`src/rtl/asram_pkg.sv`:
```
package asram_pkg;

  // Sequencer phases.
  typedef enum logic [2:0] {
    PH_IDLE = 3'd0,
    PH_TURN = 3'd1,
    PH_WSET = 3'd2,
    PH_WSTB = 3'd3,
    PH_WHLD = 3'd4,
    PH_READ = 3'd5
  } phase_e;

  // Registered pin levels driven towards the memory.
  typedef struct packed {
    logic ce_n;
    logic oe_n;
    logic we_n;
    logic drv;
  } pins_t;

  localparam pins_t PINS_QUIET = '{ce_n: 1'b1, oe_n: 1'b1, we_n: 1'b1, drv: 1'b0};

  function automatic int unsigned ceil_cyc(input int unsigned t_ps, input int unsigned clk_ps);
    return (t_ps + clk_ps - 1) / clk_ps;
  endfunction

  // Write-enable low width: covers pulse, address-valid and whole-cycle minima.
  function automatic int unsigned wr_pulse_cycles(input int unsigned clk_ps,
                                                  input int unsigned t_wp,
                                                  input int unsigned t_aw,
                                                  input int unsigned t_wc);
    int unsigned n;
    n = ceil_cyc(t_wp, clk_ps);
    if (ceil_cyc(t_aw, clk_ps) > n + 1) n = ceil_cyc(t_aw, clk_ps) - 1;
    if (ceil_cyc(t_wc, clk_ps) > n + 2) n = ceil_cyc(t_wc, clk_ps) - 2;
    if (n < 1) n = 1;
    return n;
  endfunction

  // Read phase length: covers address, output-enable and cycle minima.
  function automatic int unsigned rd_cycles(input int unsigned clk_ps,
                                            input int unsigned t_aa,
                                            input int unsigned t_oe,
                                            input int unsigned t_rc);
    int unsigned n;
    n = ceil_cyc(t_aa, clk_ps);
    if (ceil_cyc(t_oe, clk_ps) > n) n = ceil_cyc(t_oe, clk_ps);
    if (ceil_cyc(t_rc, clk_ps) > n) n = ceil_cyc(t_rc, clk_ps);
    if (n < 1) n = 1;
    return n;
  endfunction

  // Idle gap that lets the memory release the bus after a read.
  function automatic int unsigned turn_cycles(input int unsigned clk_ps, input int unsigned t_ohz);
    int unsigned n;
    n = ceil_cyc(t_ohz, clk_ps);
    if (n < 1) n = 1;
    return n;
  endfunction

  function automatic pins_t pins_of(input phase_e ph);
    pins_t p;
    p = PINS_QUIET;
    case (ph)
      PH_WSET: p = '{ce_n: 1'b0, oe_n: 1'b1, we_n: 1'b1, drv: 1'b1};
      PH_WSTB: p = '{ce_n: 1'b0, oe_n: 1'b1, we_n: 1'b0, drv: 1'b1};
      PH_WHLD: p = '{ce_n: 1'b0, oe_n: 1'b1, we_n: 1'b1, drv: 1'b1};
      PH_READ: p = '{ce_n: 1'b0, oe_n: 1'b0, we_n: 1'b1, drv: 1'b0};
      default: p = PINS_QUIET;
    endcase
    return p;
  endfunction

endpackage

```
`src/rtl/asram_phase_cnt.sv`:
```
module asram_phase_cnt #(
  parameter int unsigned CW = 2
) (
  input  logic          clk,
  input  logic          rst_n,
  input  logic          load,
  input  logic [CW-1:0] load_val,
  output logic          zero
);

  logic [CW-1:0] cnt_q;

  always_ff @(posedge clk or negedge rst_n) begin
    if (!rst_n)          cnt_q <= '0;
    else if (load)       cnt_q <= load_val;
    else if (cnt_q != 0) cnt_q <= cnt_q - 1'b1;
  end

  assign zero = (cnt_q == '0);

  // an expired counter stays expired until reloaded.
  a_r3_cnt_rests: assert property (@(posedge clk) disable iff (!rst_n)
    (zero && !load) |=> zero);

endmodule

```
`src/rtl/asram_seq.sv`:
```
module asram_seq
  import asram_pkg::*;
#(
  parameter int unsigned CW   = 2,
  parameter int unsigned WP_N = 2,
  parameter int unsigned RD_N = 2,
  parameter int unsigned TA_N = 1
) (
  input  logic          clk,
  input  logic          rst_n,
  input  logic          req,
  input  logic          req_we,
  input  logic          cnt_zero,
  output logic          ready,
  output logic          accept,
  output logic          capture,
  output logic          cnt_load,
  output logic [CW-1:0] cnt_val,
  output pins_t         pins
);

  phase_e ph_q, ph_d;
  logic   enter;
  logic   last_rd;

  assign last_rd = (ph_q == PH_READ) && cnt_zero;
  assign ready   = (ph_q == PH_IDLE) || (ph_q == PH_WHLD) || last_rd;
  assign accept  = req && ready;
  assign capture = last_rd;

  always_comb begin
    ph_d = ph_q;
    case (ph_q)
      PH_IDLE: if (accept) ph_d = req_we ? PH_WSET : PH_READ;
      PH_TURN: if (cnt_zero) ph_d = PH_WSET;
      PH_WSET: ph_d = PH_WSTB;
      PH_WSTB: if (cnt_zero) ph_d = PH_WHLD;
      PH_WHLD: ph_d = accept ? (req_we ? PH_WSET : PH_READ) : PH_IDLE;
      PH_READ: if (cnt_zero) ph_d = accept ? (req_we ? PH_TURN : PH_READ) : PH_IDLE;
      default: ph_d = PH_IDLE;
    endcase
  end

  // A read that chains into another read re-enters its own phase.
  assign enter = (ph_d != ph_q) || (last_rd && ph_d == PH_READ);

  always_comb begin
    cnt_load = 1'b0;
    cnt_val  = '0;
    if (enter) begin
      case (ph_d)
        PH_READ: begin cnt_load = 1'b1; cnt_val = CW'(RD_N - 1); end
        PH_TURN: begin cnt_load = 1'b1; cnt_val = CW'(TA_N - 1); end
        PH_WSTB: begin cnt_load = 1'b1; cnt_val = CW'(WP_N - 1); end
        default: begin cnt_load = 1'b0; cnt_val = '0; end
      endcase
    end
  end

  always_ff @(posedge clk or negedge rst_n) begin
    if (!rst_n) begin
      ph_q <= PH_IDLE;
      pins <= PINS_QUIET;
    end else begin
      ph_q <= ph_d;
      pins <= pins_of(ph_d);
    end
  end

  // capture only while the memory is being read.
  a_r4_capture_in_read: assert property (@(posedge clk) disable iff (!rst_n)
    capture |-> (!pins.oe_n && !pins.ce_n && pins.we_n));

  // the turnaround phase is only reached from a read.
  a_r6_turn_after_read: assert property (@(posedge clk) disable iff (!rst_n)
    (ph_q == PH_TURN) |-> ($past(ph_q) == PH_READ || $past(ph_q) == PH_TURN));

  // no request is taken while write-enable is low.
  a_r7_busy_in_strobe: assert property (@(posedge clk) disable iff (!rst_n)
    !pins.we_n |-> !ready);

endmodule

```
`src/rtl/asram_datapath.sv`:
```
module asram_datapath #(
  parameter int unsigned AW = 15,
  parameter int unsigned DW = 8
) (
  input  logic          clk,
  input  logic          rst_n,
  input  logic          accept,
  input  logic [AW-1:0] req_addr,
  input  logic [DW-1:0] req_wdata,
  input  logic          capture,
  input  logic [DW-1:0] bus_in,
  output logic [AW-1:0] addr_q,
  output logic [DW-1:0] wdata_q,
  output logic [DW-1:0] rd_data,
  output logic          rd_valid
);

  always_ff @(posedge clk or negedge rst_n) begin
    if (!rst_n) begin
      addr_q  <= '0;
      wdata_q <= '0;
    end else if (accept) begin
      addr_q  <= req_addr;
      wdata_q <= req_wdata;
    end
  end

  always_ff @(posedge clk or negedge rst_n) begin
    if (!rst_n) begin
      rd_data  <= '0;
      rd_valid <= 1'b0;
    end else begin
      rd_valid <= capture;
      if (capture) rd_data <= bus_in;
    end
  end

  // returned byte is held between captures.
  a_r4_data_holds: assert property (@(posedge clk) disable iff (!rst_n)
    !$past(capture) |-> $stable(rd_data));

endmodule

```
`src/rtl/asram_ctrl.sv`:
```
module asram_ctrl
  import asram_pkg::*;
#(
  parameter int unsigned AW       = 15,
  parameter int unsigned DW       = 8,
  parameter int unsigned CLK_PS   = 10000,
  parameter int unsigned T_WP_PS  = 10000,
  parameter int unsigned T_AW_PS  = 10000,
  parameter int unsigned T_WC_PS  = 12000,
  parameter int unsigned T_AA_PS  = 12000,
  parameter int unsigned T_OE_PS  = 6000,
  parameter int unsigned T_RC_PS  = 12000,
  parameter int unsigned T_OHZ_PS = 6000
) (
  input  logic          clk,
  input  logic          rst_n,
  input  logic          req,
  input  logic          req_we,
  input  logic [AW-1:0] req_addr,
  input  logic [DW-1:0] req_wdata,
  output logic          ready,
  output logic [DW-1:0] rd_data,
  output logic          rd_valid,
  output logic [AW-1:0] mem_addr,
  output logic          mem_ce_n,
  output logic          mem_oe_n,
  output logic          mem_we_n,
  output logic [DW-1:0] mem_dq_o,
  output logic          mem_dq_oe,
  input  logic [DW-1:0] mem_dq_i
);

  localparam int unsigned WP_N  = wr_pulse_cycles(CLK_PS, T_WP_PS, T_AW_PS, T_WC_PS);
  localparam int unsigned RD_N  = rd_cycles(CLK_PS, T_AA_PS, T_OE_PS, T_RC_PS);
  localparam int unsigned TA_N  = turn_cycles(CLK_PS, T_OHZ_PS);
  localparam int unsigned N_MAX = (WP_N > RD_N) ? ((WP_N > TA_N) ? WP_N : TA_N)
                                                : ((RD_N > TA_N) ? RD_N : TA_N);
  localparam int unsigned CW    = $clog2(N_MAX + 1);

  logic          cnt_zero;
  logic          cnt_load;
  logic [CW-1:0] cnt_val;
  logic          accept;
  logic          capture;
  pins_t         pins;

  asram_seq #(.CW(CW), .WP_N(WP_N), .RD_N(RD_N), .TA_N(TA_N)) u_seq (
    .clk      (clk),
    .rst_n    (rst_n),
    .req      (req),
    .req_we   (req_we),
    .cnt_zero (cnt_zero),
    .ready    (ready),
    .accept   (accept),
    .capture  (capture),
    .cnt_load (cnt_load),
    .cnt_val  (cnt_val),
    .pins     (pins)
  );

  asram_phase_cnt #(.CW(CW)) u_cnt (
    .clk      (clk),
    .rst_n    (rst_n),
    .load     (cnt_load),
    .load_val (cnt_val),
    .zero     (cnt_zero)
  );

  asram_datapath #(.AW(AW), .DW(DW)) u_dp (
    .clk       (clk),
    .rst_n     (rst_n),
    .accept    (accept),
    .req_addr  (req_addr),
    .req_wdata (req_wdata),
    .capture   (capture),
    .bus_in    (mem_dq_i),
    .addr_q    (mem_addr),
    .wdata_q   (mem_dq_o),
    .rd_data   (rd_data),
    .rd_valid  (rd_valid)
  );

  assign mem_ce_n  = pins.ce_n;
  assign mem_oe_n  = pins.oe_n;
  assign mem_we_n  = pins.we_n;
  assign mem_dq_oe = pins.drv;

  // Checker-only count of consecutive write-enable low cycles.
  logic [CW:0] we_run;
  always_ff @(posedge clk or negedge rst_n) begin
    if (!rst_n)        we_run <= '0;
    else if (!mem_we_n) we_run <= we_run + 1'b1;
    else               we_run <= '0;
  end

  // never drive while the memory's output may be on.
  a_r5_no_contention: assert property (@(posedge clk) disable iff (!rst_n)
    mem_dq_oe |-> mem_oe_n);

  // write-enable only pulses inside chip-enable, with data driven.
  a_r3_we_inside_ce: assert property (@(posedge clk) disable iff (!rst_n)
    !mem_we_n |-> (!mem_ce_n && mem_dq_oe && mem_oe_n));

  // write pulse meets its minimum width and ends before chip-enable.
  a_r3_we_width: assert property (@(posedge clk) disable iff (!rst_n)
    $rose(mem_we_n) |-> ((32'(we_run) >= WP_N) && !mem_ce_n));

  // driver never turns on in the cycle right after output-enable was low.
  a_r6_turnaround: assert property (@(posedge clk) disable iff (!rst_n)
    mem_dq_oe |-> $past(mem_oe_n));

  // valid pulse only follows a cycle of reading.
  a_r4_valid_after_read: assert property (@(posedge clk) disable iff (!rst_n)
    rd_valid |-> $past(!mem_oe_n));

  // address is frozen during an access unless a new request is taken.
  a_r7_addr_steady: assert property (@(posedge clk) disable iff (!rst_n)
    (!$past(mem_ce_n) && !$past(accept)) |-> $stable(mem_addr));

endmodule

```
`config.mk`:
```
export PLATFORM = sky130hd
export DESIGN_NAME = asram_ctrl
export DESIGN_NICKNAME = d
export VERILOG_FILES = /design/src/rtl/asram_pkg.sv /design/src/rtl/asram_phase_cnt.sv /design/src/rtl/asram_seq.sv /design/src/rtl/asram_datapath.sv /design/src/rtl/asram_ctrl.sv
export SDC_FILE = /design/constraint.sdc
export NUM_CORES = 1
export LEC_CHECK = 0
export BUFFER_PORTS_ARGS = -buffer_cell sky130_fd_sc_hd__buf_2
export CAP_MARGIN = 30
export CORE_UTILIZATION = 47
export DETAILED_ROUTE_END_ITERATION = 8
export PLACE_DENSITY = 0.89
export RECOVER_POWER = 100
export SETUP_SLACK_MARGIN = 0.3
export SYNTH_ARGS = -nofsm -noshare
export SYNTH_HDL_FRONTEND = slang
export SYNTH_SLANG_ARGS = --single-unit
```
`constraint.sdc`:
```
create_clock -name clk -period 1.8 [get_ports clk]
set_clock_uncertainty 0.05 [all_clocks]
set_input_delay 0.27 -clock clk [delete_from_list [all_inputs] [get_ports clk]]
set_output_delay 0.27 -clock clk [all_outputs]
set_load 0.005 [all_outputs]
```
==> impl_metrics.toml <==
[setup_path]
critPathLaunch = "u_cnt.cnt_q[1]"
start_kind = "flop"
required_ns = 1.92
path_class = "reg -> reg"
cpLargestDelayFamily = "simple AND/OR/NAND/NOR gates"
cp.depth = 5
reg2regPathDepth = 5
r2r_start = "u_cnt.cnt_q[1]"
crit_arrival_ns = 1.75
slowest_delay_ns = 0.38
critPathSlowestCell = "dfrtp_1"
crit_buf_inv = 1
worstPathMaxFanout = 4
path_cells = "inv_1 > ha_4 > nand3b_1 > or2_0 > mux2_1"
endpoint_kind = "flop"

[sta]
final_hold_viol_count = 0
slew_headroom = 0.672
setup_violations = 0
max_freq_mhz = 615
min_period_ns = 1.63
grt_setup_unrepaired = "true"
slew_violations = 0
fin_tns_setup_ns = 0
tightest_slew_ns = 0.492
period_share = 0.903

[drt]
drtIter0Drc = 58
viasPerCell = 5.00
route.detailed.drc = 0
ant_nets = 0
drt_first_pass_iters = 4
m1WireLength_mm = 1.44
wl_met3_um = 190
top_layer_used = "met4"
met2WireLength_mm = 1.89
vias = 1285
drt_wl_total_mm = 3.58
wire_per_inst_um = 13.9

[die]
dieArea_um2 = 3970
rows = 21
die_w_um = 63.0
initial_core_util = 0.508
fp.dieH_um = 63.0
io_pins = 72
coreArea_um2 = 3440

[power]
clockPowerShare = 0.140
seq_power_share = 0.415
p_int_w = 0.00265
power_density_nw_per_um2 = 1730
combPwrFrac = 0.445
power_leakage_nw = 1.10
switching_power_w = 0.00132
peakVddDrop_mv = 0.689
sw_frac_of_total = 0.333

[synth]
yosysWarnings = 0
ys_types = 29
synth_nets = 161
syn_area_um2 = 1750
synthCells = 125
synth-seq-cells = 41
synth_area_per_cell_um2 = 14.0
yosysSeqAreaShare = 0.589

[clocking]
clk_pin_slew_worst_paths_ns = 0.07
clk_latency_ns = 0.29
cts_root_buf = "clkbuf_8"
cts_buffers = 5
clock_sinks = 41
cts_tree = "built"
cts_max_path_buffers = 2
htree_levels = 2

[global_routing]
grt_overflow = 0
grt_max_degree = 42
grt_pass1_wl_mm = 5.63
antenna_found_initial = 0
grtUsageTotal = 0.190
grt_pass1_vias = 1165

[placement]
portBuffers = 71
dpl.cell_count = 240
gp_congestion = 0.787
dpl.hpwl_mm = 2.45

[final_layout]
layout_common_cells = "60 x buf_2, 37 x dfrtp_1, 24 x mux2_2, 13 x clkbuf_1, 9 x buf_4"
nNetsFinal = 246
syn_to_final_growth_pct = 31.6
antenna_cells = 0
final_cells = 257
drive_gt1_frac = 0.540
final_common_cell = "buf_2"
nFillCells = 268

[status]
outcome = "finished, final reports clean"

[job]
max-cap-violations = 0

[min_path]
hp-start = "mem_dq_i[4]"
hp-class = "in -> reg"
holdPathStages = 2
synthesized netlist by cell type:
cell | n | share of area
ha_1 | 1 | 0.0072
dfstp_2 | 3 | 0.045
dfrtp_1 | 38 | 0.54
o2bb2ai_1 | 1 | 0.0050
a21o_1 | 1 | 0.0043
a21oi_1 | 7 | 0.020
a21oi_4 | 1 | 0.0093
or2_1 | 1 | 0.0036
o32ai_1 | 1 | 0.0050
o21ai_0 | 4 | 0.011
buf_2 | 3 | 0.0086
nand2_1 | 3 | 0.0064
nor2b_1 | 2 | 0.0072
and2_1 | 1 | 0.0036
nand3_1 | 2 | 0.0057
buf_4 | 1 | 0.0043
nor2_1 | 1 | 0.0021
nand2b_1 | 4 | 0.014
a31oi_1 | 2 | 0.0072
inv_1 | 7 | 0.015
o211a_1 | 1 | 0.0057
mux2_4 | 8 | 0.069
nor4b_1 | 1 | 0.0050
a22oi_1 | 1 | 0.0043
buf_6 | 3 | 0.019
or3b_1 | 1 | 0.0050
or4b_1 | 1 | 0.0057
nand3b_1 | 2 | 0.0086
mux2_2 | 23 | 0.15
through the flow:
stage	total power [W]	util	setup slack (ns)	instance area, um2	hold slack (ns)
finish	0.00397	0.668	0.174	2300	0.151
detailed placement	0.00341	0.632	0.0673	2170	0.302
CTS	0.00403	0.670	0.235	2300	0.152
floorplan	0.00273	-	0.299	1770	-0.0756
global placement	0.00332	0.632	0.124	2170	0.296
global route	0.00425	0.668	0.113	2300	0.146
sequential cells by signal (all words and copies together) (netlist names):
name / cells
u_seq.pins: 4
u_dp.wdata_q: 8
u_cnt.cnt_q: 2
u_dp.addr_q: 15
u_seq.ph_q: 3
u_dp.rd_data: 8
u_dp.rd_valid: 1
timing repair:
item                       CTS  global route
pin swaps                    2             3
gates resized for setup      4             3
hold buffers                 1             0
setup endpoints to repair   33            35
hold endpoints to repair    32             0
buffers inserted             3             4
gates cloned                 1             0
metal layers:
layer / vias up / track usage
met5: - / 0
met2: 41 / 0.325
met4: 0 / 0.0698
met1: 630 / 0.224
li1: 608 / -
met3: 6 / 0.0529
kinds of logic (layout without fill, tap and decap cells):
group / after synthesis / after routing / share of synthesized area
flip-flops: 41 / 41 / 0.589
multiplexers: 31 / 31 / 0.217
AO/OA/AOI/OAI: 19 / 19 / 0.0723
AND/OR/NAND/NOR: 19 / 20 / 0.0673
buffers and inverters: 14 / 99 / 0.0472
adder cells (fa/ha/maj): 1 / 1 / 0.00716
worst reg2reg max path, delay by kind of cell, from the launching register on:
family                   cells  cell delay (ns)
AND/OR/NAND/NOR              2             0.46
adder cells (fa/ha/maj)      1             0.18
multiplexers                 1             0.35
buffers and inverters        1             0.09
flip-flops                   1             0.38
final cells by class:
| class | count | area, um2 | area share |
|---|---|---|---|
| Tap cell | 46 | 57.6 | 0.0250 |
| Clock inverter | 2 | 10.0 | 0.00435 |
| Inverter | 7 | 26.3 | 0.0114 |
| Sequential cell | 41 | 1030 | 0.448 |
| Clock buffer | 6 | 72.6 | 0.0316 |
| Timing Repair Buffer | 84 | 454 | 0.197 |
| Multi-Input combinational cell | 71 | 648 | 0.282 |
power groups by stage:
stage | Clock, W | Sequential (W) | Combinational, W
CTS | 0.000573 | 0.00165 | 0.00181
global placement | 0 | 0.00163 | 0.00168
finish | 0.000557 | 0.00165 | 0.00176
global route | 0.000619 | 0.00170 | 0.00193
detailed placement | 0 | 0.00167 | 0.00174
floorplan | 0 | 0.00167 | 0.00106
worst paths after layout:
path                                    to  slack (ns)
setup / recovery           u_dp.rd_data[4]        0.17
hold / removal             u_dp.rd_data[4]        0.15
setup reg to reg           u_dp.rd_data[4]        0.17
hold reg to reg             u_dp.addr_q[9]        0.45
max in group asynchronous    u_seq.ph_q[0]        0.82
min in group asynchronous  u_dp.wdata_q[5]        0.51
(Power assumes the default switching activity.)
